[src/rtl/lsq_pkg.sv]
package lsq_pkg;

  localparam int unsigned CODE_W       = 3;
  localparam int unsigned NUM_CODES    = 1 << CODE_W;
  localparam int unsigned DEFAULT_CODE = 2;
  localparam int unsigned MAX_HOLD_US  = 2000000;

  // Hold time in microseconds for each code.
  function automatic int unsigned hold_us(input int unsigned code);
    case (code)
      0:       return 0;
      1:       return 500;
      2:       return 1000;
      3:       return 64000;
      4:       return 256000;
      5:       return 512000;
      6:       return 1000000;
      default: return 2000000;
    endcase
  endfunction

  // Hold time rounded up to whole ticks.
  function automatic int unsigned hold_ticks(input int unsigned code,
                                             input int unsigned us_per_tick);
    return (hold_us(code) + us_per_tick - 1) / us_per_tick;
  endfunction

endpackage

[src/rtl/lsq_period_latch.sv]
module lsq_period_latch #(
  parameter int unsigned US_PER_TICK = 1,
  parameter int unsigned CNT_W       = 21
) (
  input  logic                      clk,
  input  logic                      rst_n,
  input  logic                      capture,
  input  logic [lsq_pkg::CODE_W-1:0] code,
  output logic [CNT_W-1:0]          target
);
  import lsq_pkg::*;

  logic [CNT_W-1:0] tbl [NUM_CODES];

  for (genvar g = 0; g < NUM_CODES; g++) begin : g_tbl
    assign tbl[g] = CNT_W'(hold_ticks(g, US_PER_TICK));
  end

  localparam logic [CNT_W-1:0] RST_TARGET = CNT_W'(hold_ticks(DEFAULT_CODE, US_PER_TICK));

  always_ff @(posedge clk or negedge rst_n) begin
    if (!rst_n)       target <= RST_TARGET;
    else if (capture) target <= tbl[code];
  end

endmodule

[src/rtl/lsq_hold_counter.sv]
module lsq_hold_counter #(
  parameter int unsigned CNT_W = 21
) (
  input  logic             clk,
  input  logic             rst_n,
  input  logic             run,
  input  logic             tick,
  input  logic [CNT_W-1:0] target,
  output logic             reached
);

  logic [CNT_W-1:0] cnt_q;
  logic [CNT_W:0]   cnt_sum;

  assign cnt_sum = {1'b0, cnt_q} + {{CNT_W{1'b0}}, tick};
  assign reached = run && (cnt_sum >= {1'b0, target});

  always_ff @(posedge clk or negedge rst_n) begin
    if (!rst_n)                 cnt_q <= '0;
    else if (run && !reached)   cnt_q <= cnt_sum[CNT_W-1:0];
    else                        cnt_q <= '0;
  end

endmodule

[src/rtl/lsq_state_evt.sv]
module lsq_state_evt (
  input  logic clk,
  input  logic rst_n,
  input  logic raw_ok,
  input  logic reached,
  output logic up_q,
  output logic evt_q
);

  logic up_d;

  always_comb begin
    up_d = up_q;
    if (!raw_ok)      up_d = 1'b0;
    else if (reached) up_d = 1'b1;
  end

  always_ff @(posedge clk or negedge rst_n) begin
    if (!rst_n) begin
      up_q  <= 1'b0;
      evt_q <= 1'b0;
    end else begin
      up_q  <= up_d;
      evt_q <= up_d ^ up_q;
    end
  end

endmodule

[src/rtl/link_stability_qual.sv]
module link_stability_qual #(
  parameter int unsigned US_PER_TICK = 1
) (
  input  logic       clk,
  input  logic       rst_n,
  input  logic       us_tick,
  input  logic       raw_link_ok,
  input  logic [2:0] period_sel,
  output logic       link_up,
  output logic       link_evt
);
  import lsq_pkg::*;

  localparam int unsigned MAX_TICKS = (MAX_HOLD_US + US_PER_TICK - 1) / US_PER_TICK;
  localparam int unsigned CNT_W     = $clog2(MAX_TICKS + 1);

  logic             qualifying;
  logic             reached;
  logic [CNT_W-1:0] target;

  assign qualifying = raw_link_ok && !link_up;

  lsq_period_latch #(.US_PER_TICK(US_PER_TICK), .CNT_W(CNT_W)) u_latch (
    .clk     (clk),
    .rst_n   (rst_n),
    .capture (!qualifying),
    .code    (period_sel),
    .target  (target)
  );

  lsq_hold_counter #(.CNT_W(CNT_W)) u_cnt (
    .clk     (clk),
    .rst_n   (rst_n),
    .run     (qualifying),
    .tick    (us_tick),
    .target  (target),
    .reached (reached)
  );

  lsq_state_evt u_state (
    .clk     (clk),
    .rst_n   (rst_n),
    .raw_ok  (raw_link_ok),
    .reached (reached),
    .up_q    (link_up),
    .evt_q   (link_evt)
  );

endmodule

[config.mk]
export PLATFORM = sky130hd
export DESIGN_NAME = link_stability_qual
export DESIGN_NICKNAME = d
export VERILOG_FILES = /design/src/rtl/lsq_pkg.sv /design/src/rtl/lsq_period_latch.sv /design/src/rtl/lsq_hold_counter.sv /design/src/rtl/lsq_state_evt.sv /design/src/rtl/link_stability_qual.sv
export SDC_FILE = /design/constraint.sdc
export NUM_CORES = 1
export LEC_CHECK = 0
export ABC_CLOCK_PERIOD_IN_PS = 2900
export BUFFER_PORTS_ARGS = -buffer_cell sky130_fd_sc_hd__clkbuf_2
export CAP_MARGIN = 40
export CORE_ASPECT_RATIO = 0.8
export CORE_UTILIZATION = 40
export CTS_CLUSTER_DIAMETER = 150
export DETAILED_ROUTE_END_ITERATION = 10
export PLACE_DENSITY_LB_ADDON = 0.25
export SYNTH_ARGS = -nofsm -noshare
export SYNTH_HDL_FRONTEND = slang
export SYNTH_SLANG_ARGS = --single-unit
[constraint.sdc]
create_clock -name clk -period 2.9 [get_ports clk]
set_clock_uncertainty 0.2 [all_clocks]
set_input_delay 0.145 -clock clk [delete_from_list [all_inputs] [get_ports clk]]
set_output_delay 0.145 -clock clk [all_outputs]
set_load 0.01 [all_outputs]
==> results.py, run 1 <==
metrics = {
    "sta": {
        "timing.final.crit_period_ns": 3.13,
        "report.final.slew_viol_count": 0,
        "maxClockFrequency_mhz": 319,
        "setup-violations-final": 23,
        "final.period_utilization": 1.08,
        "slew_at_the_pin_closest_to_its_max_slew_limit_ns": 0.631,
        "timing.final.ws_setup_ns": -0.235,
        "setup_repair_after_global_routing_missed_its_margin": "yes",
        "fin_hold_ws_ns": 0.0349,
        "timing_hold_violations_final": 0,
        "timing.slew.headroom": 0.577,
    },
    "min_path": {
        "hold_path_end": "u_latch.target[15]",
        "holdCritPathClass": "input port to flop",
        "hold-path-cell-count": 3,
        "timing.hold.worst.start": "period_sel[0]",
    },
    "routing": {
        "detail_route.wirelength_mm": 5.11,
        "num_vias": 1738,
        "routed_wire_length_per_instance_um": 13.9,
        "drc": 0,
        "number_of_detailed_routing_iterations_run_before_antenna_repair": 4,
        "ant_nets": 0,
        "dr.first_iter.drc_count": 35,
        "vias_per_cell": 4.74,
    },
    "power": {
        "leakage_nw": 1.67,
        "power_switching_mw": 0.291,
        "p_seq_frac": 0.506,
        "power_switching_share": 0.260,
        "cellInternalPower_mw": 0.829,
        "share_comb_of_total_power": 0.163,
        "power_density_nw_per_um2": 344,
        "vdd.ir_drop.worst_v": 0.000237,
        "part_of_the_power_in_the_clock_network": 0.331,
    },
    "final_layout": {
        "core_occupancy_in_the_finished_layout": 0.554,
        "antennaDiodeCount": 0,
        "areaGrowthSynthToFinish_pct": 33.8,
        "drive_gt1_frac": 0.406,
        "final_net_count": 317,
    },
    "worst_setup_path": {
        "worst_r2r_endpoint": "u_cnt.cnt_q[6]",
        "worstPathRequired_ns": 2.91,
        "cp_slowest_cell": "sky130_fd_sc_hd__dfrtp_1",
        "path_class": "flop to flop",
        "category_of_the_worst_setup_path_capture_point": "flop",
        "worstPathArrival_ns": 3.15,
        "worstRegToRegCells": 12,
        "critical-path-max-stage-delay_ns": 0.39,
        "largest_fanout_of_any_net_on_the_critical_path": 5,
        "startpoint_type": "flop",
        "timing.critical_path.max_delay_family": "simple AND/OR/NAND/NOR gates",
        "crit_cells": 12,
        "rrSetupSlack_ns": -0.23,
        "count_of_buffer_and_inverter_cells_on_the_critical_path": 2,
        "worstReg2RegStart": "u_cnt.cnt_q[2]",
        "cp_cell_sequence": "nand4_4 -> nor4_4 -> buf_4 -> nand3_1 -> xnor2_2 -> ha_1 -> nand4_1 -> nor4_4 -> a221oi_4 -> nand4_4 -> clkbuf_16 -> nor2b_2",
    },
    "logic_synthesis": {
        "synth-seq-cells": 38,
        "post_synth_and_or_nand_nor_area_fraction": 0.240,
        "synthesis.yosys.warnings": 0,
        "ys_dominant_reg_cell": "sky130_fd_sc_hd__dfrtp_1",
        "mappedNetlistNets": 265,
        "number_of_flops_mapped_to_enable_cells_by_yosys": 0,
        "synth-async-reset-ratio": 1.00,
        "avg_inst_size_synth_um2": 10.5,
        "synthTopCellsByCount": "sky130_fd_sc_hd__dfrtp_1 (33), sky130_fd_sc_hd__nand2_1 (26), sky130_fd_sc_hd__ha_1 (25)",
        "synth_largest_area_cell": "sky130_fd_sc_hd__dfrtp_1",
        "synth_top_family_by_area": "simple AND/OR/NAND/NOR gates",
        "synth_area_um2": 2440,
        "most_numerous_cell_in_the_yosys_netlist": "sky130_fd_sc_hd__dfrtp_1",
        "share_of_the_synthesized_area_in_compound_gates_ao_oa_aoi_oai": 0.0971,
        "synth.top_cells.by_area": "sky130_fd_sc_hd__dfrtp_1 (34%), sky130_fd_sc_hd__ha_1 (13%), sky130_fd_sc_hd__nor2b_2 (6.5%)",
        "synth_xor_area_frac": 0.0781,
        "synth.area.mux_share": 0.0175,
        "ys_types": 39,
        "seq_area_frac_synth": 0.393,
        "synth_adder_area_share": 0.128,
        "synthDominantCellAreaShare": 0.339,
        "netlist_instances": 233,
    },
    "clock_tree": {
        "clock-sinks": 38,
        "cts_bufs_inserted": 5,
        "clock_path_buffers": 2,
        "tritoncts": "built",
        "clockRootBuffer": "sky130_fd_sc_hd__clkbuf_8",
        "clk_pin_slew_worst_paths_ns": 0.07,
        "clk-insertion-delay-late_ns": 0.28,
        "clock_tree.htree_level_count": 2,
    },
    "global_routing": {
        "global_route_wire_length_before_repair_mm": 8.07,
        "grt_pass1_vias": 1702,
        "antenna_found_initial": 0,
        "globalRouteOverflowTotal": 0,
        "grt_util_overall": 0.168,
        "grt_start_max_net_pins": 26,
    },
    "run": {
        "cap_viol_max_count": 0,
    },
    "floorplan": {
        "die-area_um2": 6410,
        "fp.dieW_um": 89.3,
        "ios": 9,
        "rows": 25,
        "fp.dieH_um": 71.8,
        "design.core.area_um2": 5880,
        "initial_utilization": 0.414,
    },
    "place": {
        "placement.io_buffers": 8,
        "dp_worst_setup_slack_ns": -0.242,
        "finalWeightedCongestion": 0.824,
        "post-dp-hpwl_mm": 3.64,
    },
    "status": {
        "run_status": "complete, but fails checks",
        "failed_checks": "setup timing",
    },
}
==> worst min-delay path, cell delays in order <==
cell,delay [ns]
sky130_fd_sc_hd__clkbuf_2,0.12
sky130_fd_sc_hd__mux2i_1,0.08
sky130_fd_sc_hd__o21ai_0,0.14
==> placed cells by master, fill, tap and decap left out, types with 5 or more instances in the layout <==
cell type / instances
sky130_fd_sc_hd__nor2b_2: 16
sky130_fd_sc_hd__o21ai_0: 8
sky130_fd_sc_hd__nand2b_1: 6
sky130_fd_sc_hd__clkbuf_8: 6
sky130_fd_sc_hd__xor2_1: 6
sky130_fd_sc_hd__buf_4: 33
sky130_fd_sc_hd__dfstp_2: 5
sky130_fd_sc_hd__inv_1: 20
sky130_fd_sc_hd__clkbuf_2: 8
sky130_fd_sc_hd__dfrtp_1: 33
sky130_fd_sc_hd__a21oi_1: 10
sky130_fd_sc_hd__ha_1: 23
sky130_fd_sc_hd__nand4_1: 6
sky130_fd_sc_hd__xnor2_2: 6
sky130_fd_sc_hd__nand2_1: 21
==> worst max path at each step <==
stage                   start               to  slack (ns)
4_1_cts        u_cnt.cnt_q[0]  u_cnt.cnt_q[20]       -0.14
3_5_place_dp   u_cnt.cnt_q[0]  u_cnt.cnt_q[20]       -0.24
6_report       u_cnt.cnt_q[2]   u_cnt.cnt_q[6]       -0.23
2_1_floorplan  u_cnt.cnt_q[0]  u_cnt.cnt_q[13]       0.004
3_3_place_gp   u_cnt.cnt_q[0]  u_cnt.cnt_q[20]       -0.21
5_1_grt        u_cnt.cnt_q[2]   u_cnt.cnt_q[6]       -0.38
==> power groups by stage <==
| stage | combinational, mW | clock [mW] | sequential [mW] |
|---|---|---|---|
| final | 0.182 | 0.371 | 0.567 |
| after CTS | 0.158 | 0.386 | 0.567 |
| after detailed placement | 0.151 | 0 | 0.578 |
| after global routing | 0.205 | 0.400 | 0.570 |
| after global placement | 0.146 | 0 | 0.577 |
| after floorplan | 0.0959 | 0 | 0.576 |
==> repair_timing <==
action                     CTS  global route
hold endpoints to repair    36             0
setup endpoints to repair   23            23
hold buffers                 3             0
gates resized for setup     12            28
pin swaps                    2            28
setup buffers                4             6
cloned                       0             3
==> metrics by stage <==
stage               instances  area, um2  setup TNS [ns]  power, mW
floorplan                 233       2440               0      0.672
detailed placement        343       2780           -5.09      0.729
global route              367       3260           -7.87       1.18
CTS                       358       2990           -2.91       1.11
finish                    367       3260           -4.37       1.12
global placement          342       2760           -4.49      0.722
==> routing by layer <==
layer,global-route usage,wire (um),up-vias
met5,0,0,-
met4,0.0370,26,0
met3,0.0380,121,2
met2,0.240,2310,17
met1,0.259,2650,821
li1,-,-,898
==> state kept, by name, summed over array words and instances, names as in the netlist <==
name / count
u_state.up_q: 1
u_cnt.cnt_q: 21
u_latch.target: 15
u_state.evt_q: 1
==> area by class of cell <==
| class | instances | area (um2) |
|---|---|---|
| inverter | 20 | 75.1 |
| fill | 552 | 2620 |
| timing repair buffer | 51 | 442 |
| sequential | 38 | 957 |
| multi-input combinational | 169 | 1600 |
| tap | 81 | 101 |
| clock buffer | 8 | 90.1 |
==> logic make-up after synthesis <==
logic type                 Yosys count
and+or+nand+nor                     85
buffers and inverters               26
muxes                                4
AOI/OAI and AO/OA                   35
adders and majority gates           25
xor gates and xnor gates            20
DFF                                 38
No activity file was read; power rests on OpenSTA's default activity.
==> run 2, diff against run 1 <==
--- a/config.mk
+++ b/config.mk
@@ -9,7 +9,7 @@
 export BUFFER_PORTS_ARGS = -buffer_cell sky130_fd_sc_hd__clkbuf_2
 export CAP_MARGIN = 40
 export CORE_ASPECT_RATIO = 0.8
-export CORE_UTILIZATION = 40
+export CORE_UTILIZATION = 50
 export CTS_CLUSTER_DIAMETER = 150
 export DETAILED_ROUTE_END_ITERATION = 10
 export PLACE_DENSITY_LB_ADDON = 0.25
==> run 2 against run 1 <==
  * The flow still finishes with violations (setup timing)
  * Global-route usage is 4.4 points higher
  * Critical path type unchanged
  * Hold slack worse by 0.015 ns
  * First-iteration DRC count is 140% higher
  * Die area is 20% lower
  * Combinational power is 8% lower
==> results.py, run 2 (synthesis gave the netlist of run 1 again) <==
metrics = {
    "status": {
        "run_status": "complete, but fails checks",
        "failed_checks": "setup timing",
    },
    "worst_setup_path": {
        "category_of_the_worst_setup_path_capture_point": "flop",
        "startpoint_type": "flop",
        "crit_path_frequent_cell": "sky130_fd_sc_hd__a21o_1",
        "cp_cell_sequence": "ha_2 -> nand2_2 -> nor4_4 -> nand4_1 -> xnor2_2 -> ha_1 -> a21o_1 -> a21o_1 -> a221oi_2 -> nand4_4 -> buf_12 -> nor2b_2",
        "largest_fanout_of_any_net_on_the_critical_path": 11,
        "worstPathArrival_ns": 3.14,
        "path_class": "flop to flop",
        "worstPathRequired_ns": 2.92,
        "cp_slowest_cell": "sky130_fd_sc_hd__dfrtp_1",
        "timing.critical_path.max_delay_family": "simple AND/OR/NAND/NOR gates",
        "count_of_buffer_and_inverter_cells_on_the_critical_path": 1,
        "critical-path-max-stage-delay_ns": 0.40,
    },
    "sta": {
        "setup-violations-final": 23,
        "timing_hold_violations_final": 0,
        "fin_setup_tns_ns": -4.33,
        "setup_repair_after_global_routing_missed_its_margin": "yes",
        "slew_at_the_pin_closest_to_its_max_slew_limit_ns": 0.650,
        "timing.slew.headroom": 0.565,
        "report.final.slew_viol_count": 0,
        "fin_hold_ws_ns": 0.0202,
        "final.period_utilization": 1.08,
        "timing.final.ws_setup_ns": -0.218,
        "timing.final.crit_period_ns": 3.12,
        "maxClockFrequency_mhz": 321,
    },
    "floorplan": {
        "rows": 22,
        "ios": 9,
        "fp.dieW_um": 80.0,
        "die-area_um2": 5160,
        "initial_utilization": 0.527,
        "fp.dieH_um": 64.4,
        "design.core.area_um2": 4620,
    },
    "clock_tree": {
        "clock-sinks": 38,
        "clock_tree.htree_level_count": 2,
        "clock_path_buffers": 2,
        "cts_bufs_inserted": 5,
        "tritoncts": "built",
        "clk_pin_slew_worst_paths_ns": 0.08,
        "clockRootBuffer": "sky130_fd_sc_hd__clkbuf_8",
        "clk-insertion-delay-late_ns": 0.29,
    },
    "routing": {
        "num_vias": 1738,
        "detail_route.wirelength_mm": 4.93,
        "drc": 0,
        "number_of_detailed_routing_iterations_run_before_antenna_repair": 7,
        "ant_nets": 0,
        "routed_wire_length_per_instance_um": 14.5,
        "dr.first_iter.drc_count": 83,
        "vias_per_cell": 5.13,
    },
    "place": {
        "dp_worst_setup_slack_ns": -0.182,
        "placement.cell_area_um2": 2780,
        "finalWeightedCongestion": 0.831,
        "post-dp-hpwl_mm": 3.65,
        "dpl.cell_count": 325,
        "placement.io_buffers": 8,
    },
    "final_layout": {
        "top_register": "u_cnt.cnt_q",
        "antennaDiodeCount": 0,
        "fin_cells": 339,
        "drive_gt1_frac": 0.358,
        "layout.cells.most_common_list": "sky130_fd_sc_hd__dfrtp_1 (33), sky130_fd_sc_hd__buf_4 (29), sky130_fd_sc_hd__nand2_1 (24), sky130_fd_sc_hd__ha_1 (23), sky130_fd_sc_hd__inv_1 (20)",
        "layout_commonest_cell": "sky130_fd_sc_hd__dfrtp_1",
        "n_fill_cell": 389,
        "core_occupancy_in_the_finished_layout": 0.654,
        "largestRegisters": "u_cnt.cnt_q x21, u_latch.target x15",
        "areaGrowthSynthToFinish_pct": 24.2,
        "final_net_count": 310,
        "largest_register_ffs": 21,
        "postLayoutCellArea_um2": 3030,
    },
    "global_routing": {
        "globalRouteOverflowTotal": 0,
        "grt_start_max_net_pins": 24,
        "antenna_found_initial": 0,
        "grt_pass1_vias": 1734,
        "global_route_wire_length_before_repair_mm": 8.22,
        "grt_util_overall": 0.212,
    },
    "power": {
        "power_density_nw_per_um2": 360,
        "finalPower_mw": 1.09,
        "leakage_nw": 1.53,
        "vdd.ir_drop.worst_v": 0.000252,
    },
    "min_path": {
        "holdCritPathClass": "input port to flop",
    },
    "run": {
        "cap_viol_max_count": 0,
    },
}
-- run 2: changes by cell type in the layout (fill, tap and decap cells not counted), moves of 2 or more --
| cell | before | now |
|---|---|---|
| sky130_fd_sc_hd__nand2_4 | 4 | 1 |
| sky130_fd_sc_hd__xnor2_2 | 6 | 4 |
| sky130_fd_sc_hd__xnor2_4 | 2 | 0 |
| sky130_fd_sc_hd__nor2b_2 | 16 | 18 |
| sky130_fd_sc_hd__buf_4 | 33 | 29 |
| sky130_fd_sc_hd__nand2_1 | 21 | 24 |
| sky130_fd_sc_hd__clkbuf_16 | 2 | 0 |
| sky130_fd_sc_hd__nand3_1 | 2 | 4 |
| sky130_fd_sc_hd__o21ai_0 | 8 | 11 |
| sky130_fd_sc_hd__o21ai_1 | 2 | 0 |
| sky130_fd_sc_hd__xnor2_1 | 4 | 8 |
-- run 2: final timing paths --
check | cells past startpoint | slack [ns] | end | from
min in group asynchronous | 2 | 0.13 | u_cnt.cnt_q[8] | rst_n
setup / recovery | 12 | -0.22 | u_cnt.cnt_q[12] | u_cnt.cnt_q[0]
hold / removal | 3 | 0.02 | u_latch.target[15] | period_sel[0]
hold reg to reg | 2 | 0.28 | u_latch.target[3] | u_latch.target[3]
max in group asynchronous | 3 | 1.81 | u_latch.target[6] | rst_n
setup reg to reg | 12 | -0.22 | u_cnt.cnt_q[12] | u_cnt.cnt_q[0]
-- run 2: layer usage --
| layer | vias to the layer above | track usage | share of wire |
|---|---|---|---|
| met4 | 0 | 0.0536 | 0.015 |
| met5 | - | 0 | 0 |
| li1 | 882 | - | - |
| met3 | 9 | 0.0380 | 0.020 |
| met1 | 828 | 0.312 | 0.50 |
| met2 | 19 | 0.324 | 0.46 |
-- run 2: layout make-up --
type	instances	area, um2	share of cell area
flip-flops and latches	38	957	0.316
repair buffers	44	358	0.118
clock inverters	1	7.51	0.00248
well taps	60	75.1	0.0248
multi-input cells	169	1480	0.488
clock buffers	7	76.3	0.0252
inverters	20	75.1	0.0248
-- run 2: where the power goes --
| part | switching (mW) | internal [mW] |
|---|---|---|
| sequential | 0.0112 | 0.557 |
| combinational | 0.0984 | 0.0690 |
| clock | 0.183 | 0.170 |
-- run 2: repair_timing --
item,CTS,global route
hold buffers,3,0
buffers inserted,0,3
cloned,0,0
endpoints found under the hold margin,36,0
gates resized for setup,5,15
setup endpoints to repair,23,23
pin swaps,6,8
-- run 2: worst min-delay path, cell delays in order --
cell and delay, ns:
sky130_fd_sc_hd__clkbuf_2 0.11, sky130_fd_sc_hd__mux2i_1 0.12, sky130_fd_sc_hd__o21ai_0 0.08
==> run 3, diff against run 2 <==
==> constraint.sdc (replaced) <==
create_clock -name clk -period 2.9 [get_ports clk]
set_clock_uncertainty 0.2 [all_clocks]
set_input_delay 0.29 -clock clk [delete_from_list [all_inputs] [get_ports clk]]
set_output_delay 0.29 -clock clk [all_outputs]
set_load 0.01 [all_outputs]
==> run 3 against run 2 <==
  * The flow still finishes with violations (setup timing)
  * Wire length shrank 5.2%
  * Utilization shrank 0.27 points
  * Global-route usage shrank 0.28 points
  * Total power shrank 0.16%
  * Cell count shrank 1.2%
  * Sequential share of layout area grew 0.13 points
  * Critical path type unchanged
==> results.py, run 3 (synthesis gave the netlist of run 1 again) <==
metrics = {
    "global_routing": {
        "grt_pass1_vias": 1755,
        "grt_util_overall": 0.209,
        "grt_start_max_net_pins": 21,
        "globalRouteOverflowTotal": 0,
        "antenna_found_initial": 0,
        "global_route_wire_length_before_repair_mm": 8.11,
    },
    "floorplan": {
        "design.core.area_um2": 4620,
        "die-area_um2": 5160,
        "initial_utilization": 0.527,
        "ios": 9,
        "fp.dieH_um": 64.4,
        "rows": 22,
        "fp.dieW_um": 80.0,
    },
    "power": {
        "part_of_the_power_in_the_clock_network": 0.326,
        "power_density_nw_per_um2": 361,
        "p_seq_frac": 0.522,
        "cellInternalPower_mw": 0.809,
        "power_switching_mw": 0.277,
        "finalPower_mw": 1.09,
        "share_comb_of_total_power": 0.152,
        "leakage_nw": 1.55,
        "power_switching_share": 0.255,
        "vdd.ir_drop.worst_v": 0.000240,
    },
    "sta": {
        "maxClockFrequency_mhz": 324,
        "timing.final.crit_period_ns": 3.08,
        "timing.final.ws_setup_ns": -0.184,
        "slew_at_the_pin_closest_to_its_max_slew_limit_ns": 0.554,
        "report.final.slew_viol_count": 0,
        "timing.slew.headroom": 0.631,
        "timing_hold_violations_final": 0,
        "setup-violations-final": 23,
        "final.period_utilization": 1.06,
        "setup_repair_after_global_routing_missed_its_margin": "yes",
    },
    "place": {
        "finalWeightedCongestion": 0.821,
        "dpl.cell_count": 324,
        "dp_worst_setup_slack_ns": -0.226,
        "placement.io_buffers": 8,
        "placement.cell_area_um2": 2790,
        "post-dp-hpwl_mm": 3.56,
    },
    "clock_tree": {
        "clock-sinks": 38,
        "tritoncts": "built",
        "clockRootBuffer": "sky130_fd_sc_hd__clkbuf_8",
        "cts_bufs_inserted": 5,
        "clock_tree.htree_level_count": 2,
        "clk_pin_slew_worst_paths_ns": 0.07,
        "clk-insertion-delay-late_ns": 0.28,
        "clock_path_buffers": 2,
    },
    "worst_setup_path": {
        "worstPathRequired_ns": 2.86,
        "cp_slowest_cell": "sky130_fd_sc_hd__dfrtp_1",
        "timing.critical_path.max_delay_family": "simple AND/OR/NAND/NOR gates",
        "path_class": "flop to flop",
        "rrSetupSlack_ns": -0.18,
        "cp_cell_sequence": "ha_1 -> nand2_1 -> nor4_4 -> nand3_1 -> xnor2_2 -> ha_1 -> nand4_1 -> nor4_4 -> o311ai_4 -> nand4_4 -> buf_12 -> nor2_2",
        "worstRegToRegCells": 12,
        "critical-path-max-stage-delay_ns": 0.40,
        "worstReg2RegStart": "u_cnt.cnt_q[0]",
        "largest_fanout_of_any_net_on_the_critical_path": 11,
        "category_of_the_worst_setup_path_capture_point": "flop",
        "count_of_buffer_and_inverter_cells_on_the_critical_path": 1,
        "worstPathArrival_ns": 3.05,
        "worst_r2r_endpoint": "u_cnt.cnt_q[2]",
        "startpoint_type": "flop",
    },
    "routing": {
        "num_vias": 1701,
        "ant_nets": 0,
        "drc": 0,
        "dr.first_iter.drc_count": 43,
        "routed_wire_length_per_instance_um": 13.9,
        "vias_per_cell": 5.08,
        "detail_route.wirelength_mm": 4.67,
        "number_of_detailed_routing_iterations_run_before_antenna_repair": 4,
    },
    "final_layout": {
        "areaGrowthSynthToFinish_pct": 23.7,
        "layout_commonest_cell": "sky130_fd_sc_hd__dfrtp_1",
        "n_fill_cell": 375,
        "core_occupancy_in_the_finished_layout": 0.652,
        "postLayoutCellArea_um2": 3010,
        "top_register": "u_cnt.cnt_q",
        "antennaDiodeCount": 0,
        "largestRegisters": "u_cnt.cnt_q x21, u_latch.target x15",
        "fin_cells": 335,
        "final_net_count": 308,
        "layout.cells.most_common_list": "sky130_fd_sc_hd__dfrtp_1 (33), sky130_fd_sc_hd__buf_4 (30), sky130_fd_sc_hd__nand2_1 (25), sky130_fd_sc_hd__ha_1 (24), sky130_fd_sc_hd__inv_1 (20)",
        "drive_gt1_frac": 0.353,
        "largest_register_ffs": 21,
    },
    "min_path": {
        "holdCritPathClass": "input port to flop",
        "hold-path-cell-count": 2,
        "timing.hold.worst.start": "raw_link_ok",
        "hold_path_end": "u_state.up_q",
    },
    "run": {
        "cap_viol_max_count": 0,
    },
    "status": {
        "run_status": "complete, but fails checks",
        "failed_checks": "setup timing",
    },
}
## run 3: power groups by stage
| stage | registers (mW) | logic, mW | clock network [mW] |
|---|---|---|---|
| 2_1_floorplan | 0.576 | 0.0959 | 0 |
| 3_3_place_gp | 0.577 | 0.150 | 0 |
| 3_5_place_dp | 0.577 | 0.159 | 0 |
| 4_1_cts | 0.568 | 0.166 | 0.362 |
| 5_1_grt | 0.569 | 0.187 | 0.385 |
| 6_report | 0.568 | 0.165 | 0.354 |
## run 3: final cells by class
type                    instances  area [um2]  share of cell area
clock buffers                   6        82.6              0.0274
inverters                      20        75.1              0.0249
multi-input cells             169        1480               0.491
flip-flops and latches         38         957               0.318
well taps                      60        75.1              0.0249
repair buffers                 42         343               0.114
## run 3: what timing repair did
action / 4_1_cts / 5_1_grt
setup buffers: 1 / 3
gates cloned: 0 / 0
resized for setup: 13 / 3
endpoints found under the setup margin: 23 / 23
endpoints found under the hold margin: 19 / 0
pin swaps: 11 / 2
hold buffers: 1 / 0
## run 3: per-layer routing
metal,global-route usage,vias up,share of wire
met3,0.0408,4,0.014
met5,0,-,0
li1,-,883,-
met2,0.322,16,0.44
met4,0.0670,0,0.0086
met1,0.298,798,0.53
## run 3: how the worst max path moves through the flow
stage	start	endpoint	slack, ns	depth (start not counted)
global placement	us_tick	u_cnt.cnt_q[2]	-0.19	13
floorplan	u_cnt.cnt_q[0]	u_cnt.cnt_q[13]	0.004	12
detailed placement	us_tick	u_cnt.cnt_q[20]	-0.23	13
global route	u_cnt.cnt_q[0]	u_cnt.cnt_q[20]	-0.32	12
CTS	u_cnt.cnt_q[0]	u_cnt.cnt_q[20]	-0.15	12
finish	u_cnt.cnt_q[0]	u_cnt.cnt_q[2]	-0.18	12
## run 3: metrics by stage
stage,hold slack [ns],TNS (ns)
2_1_floorplan,-0.206,0
3_3_place_gp,0.265,-4.21
3_5_place_dp,0.101,-5.01
4_1_cts,0.0441,-2.99
5_1_grt,0.0495,-7.15
6_report,0.0473,-4.01
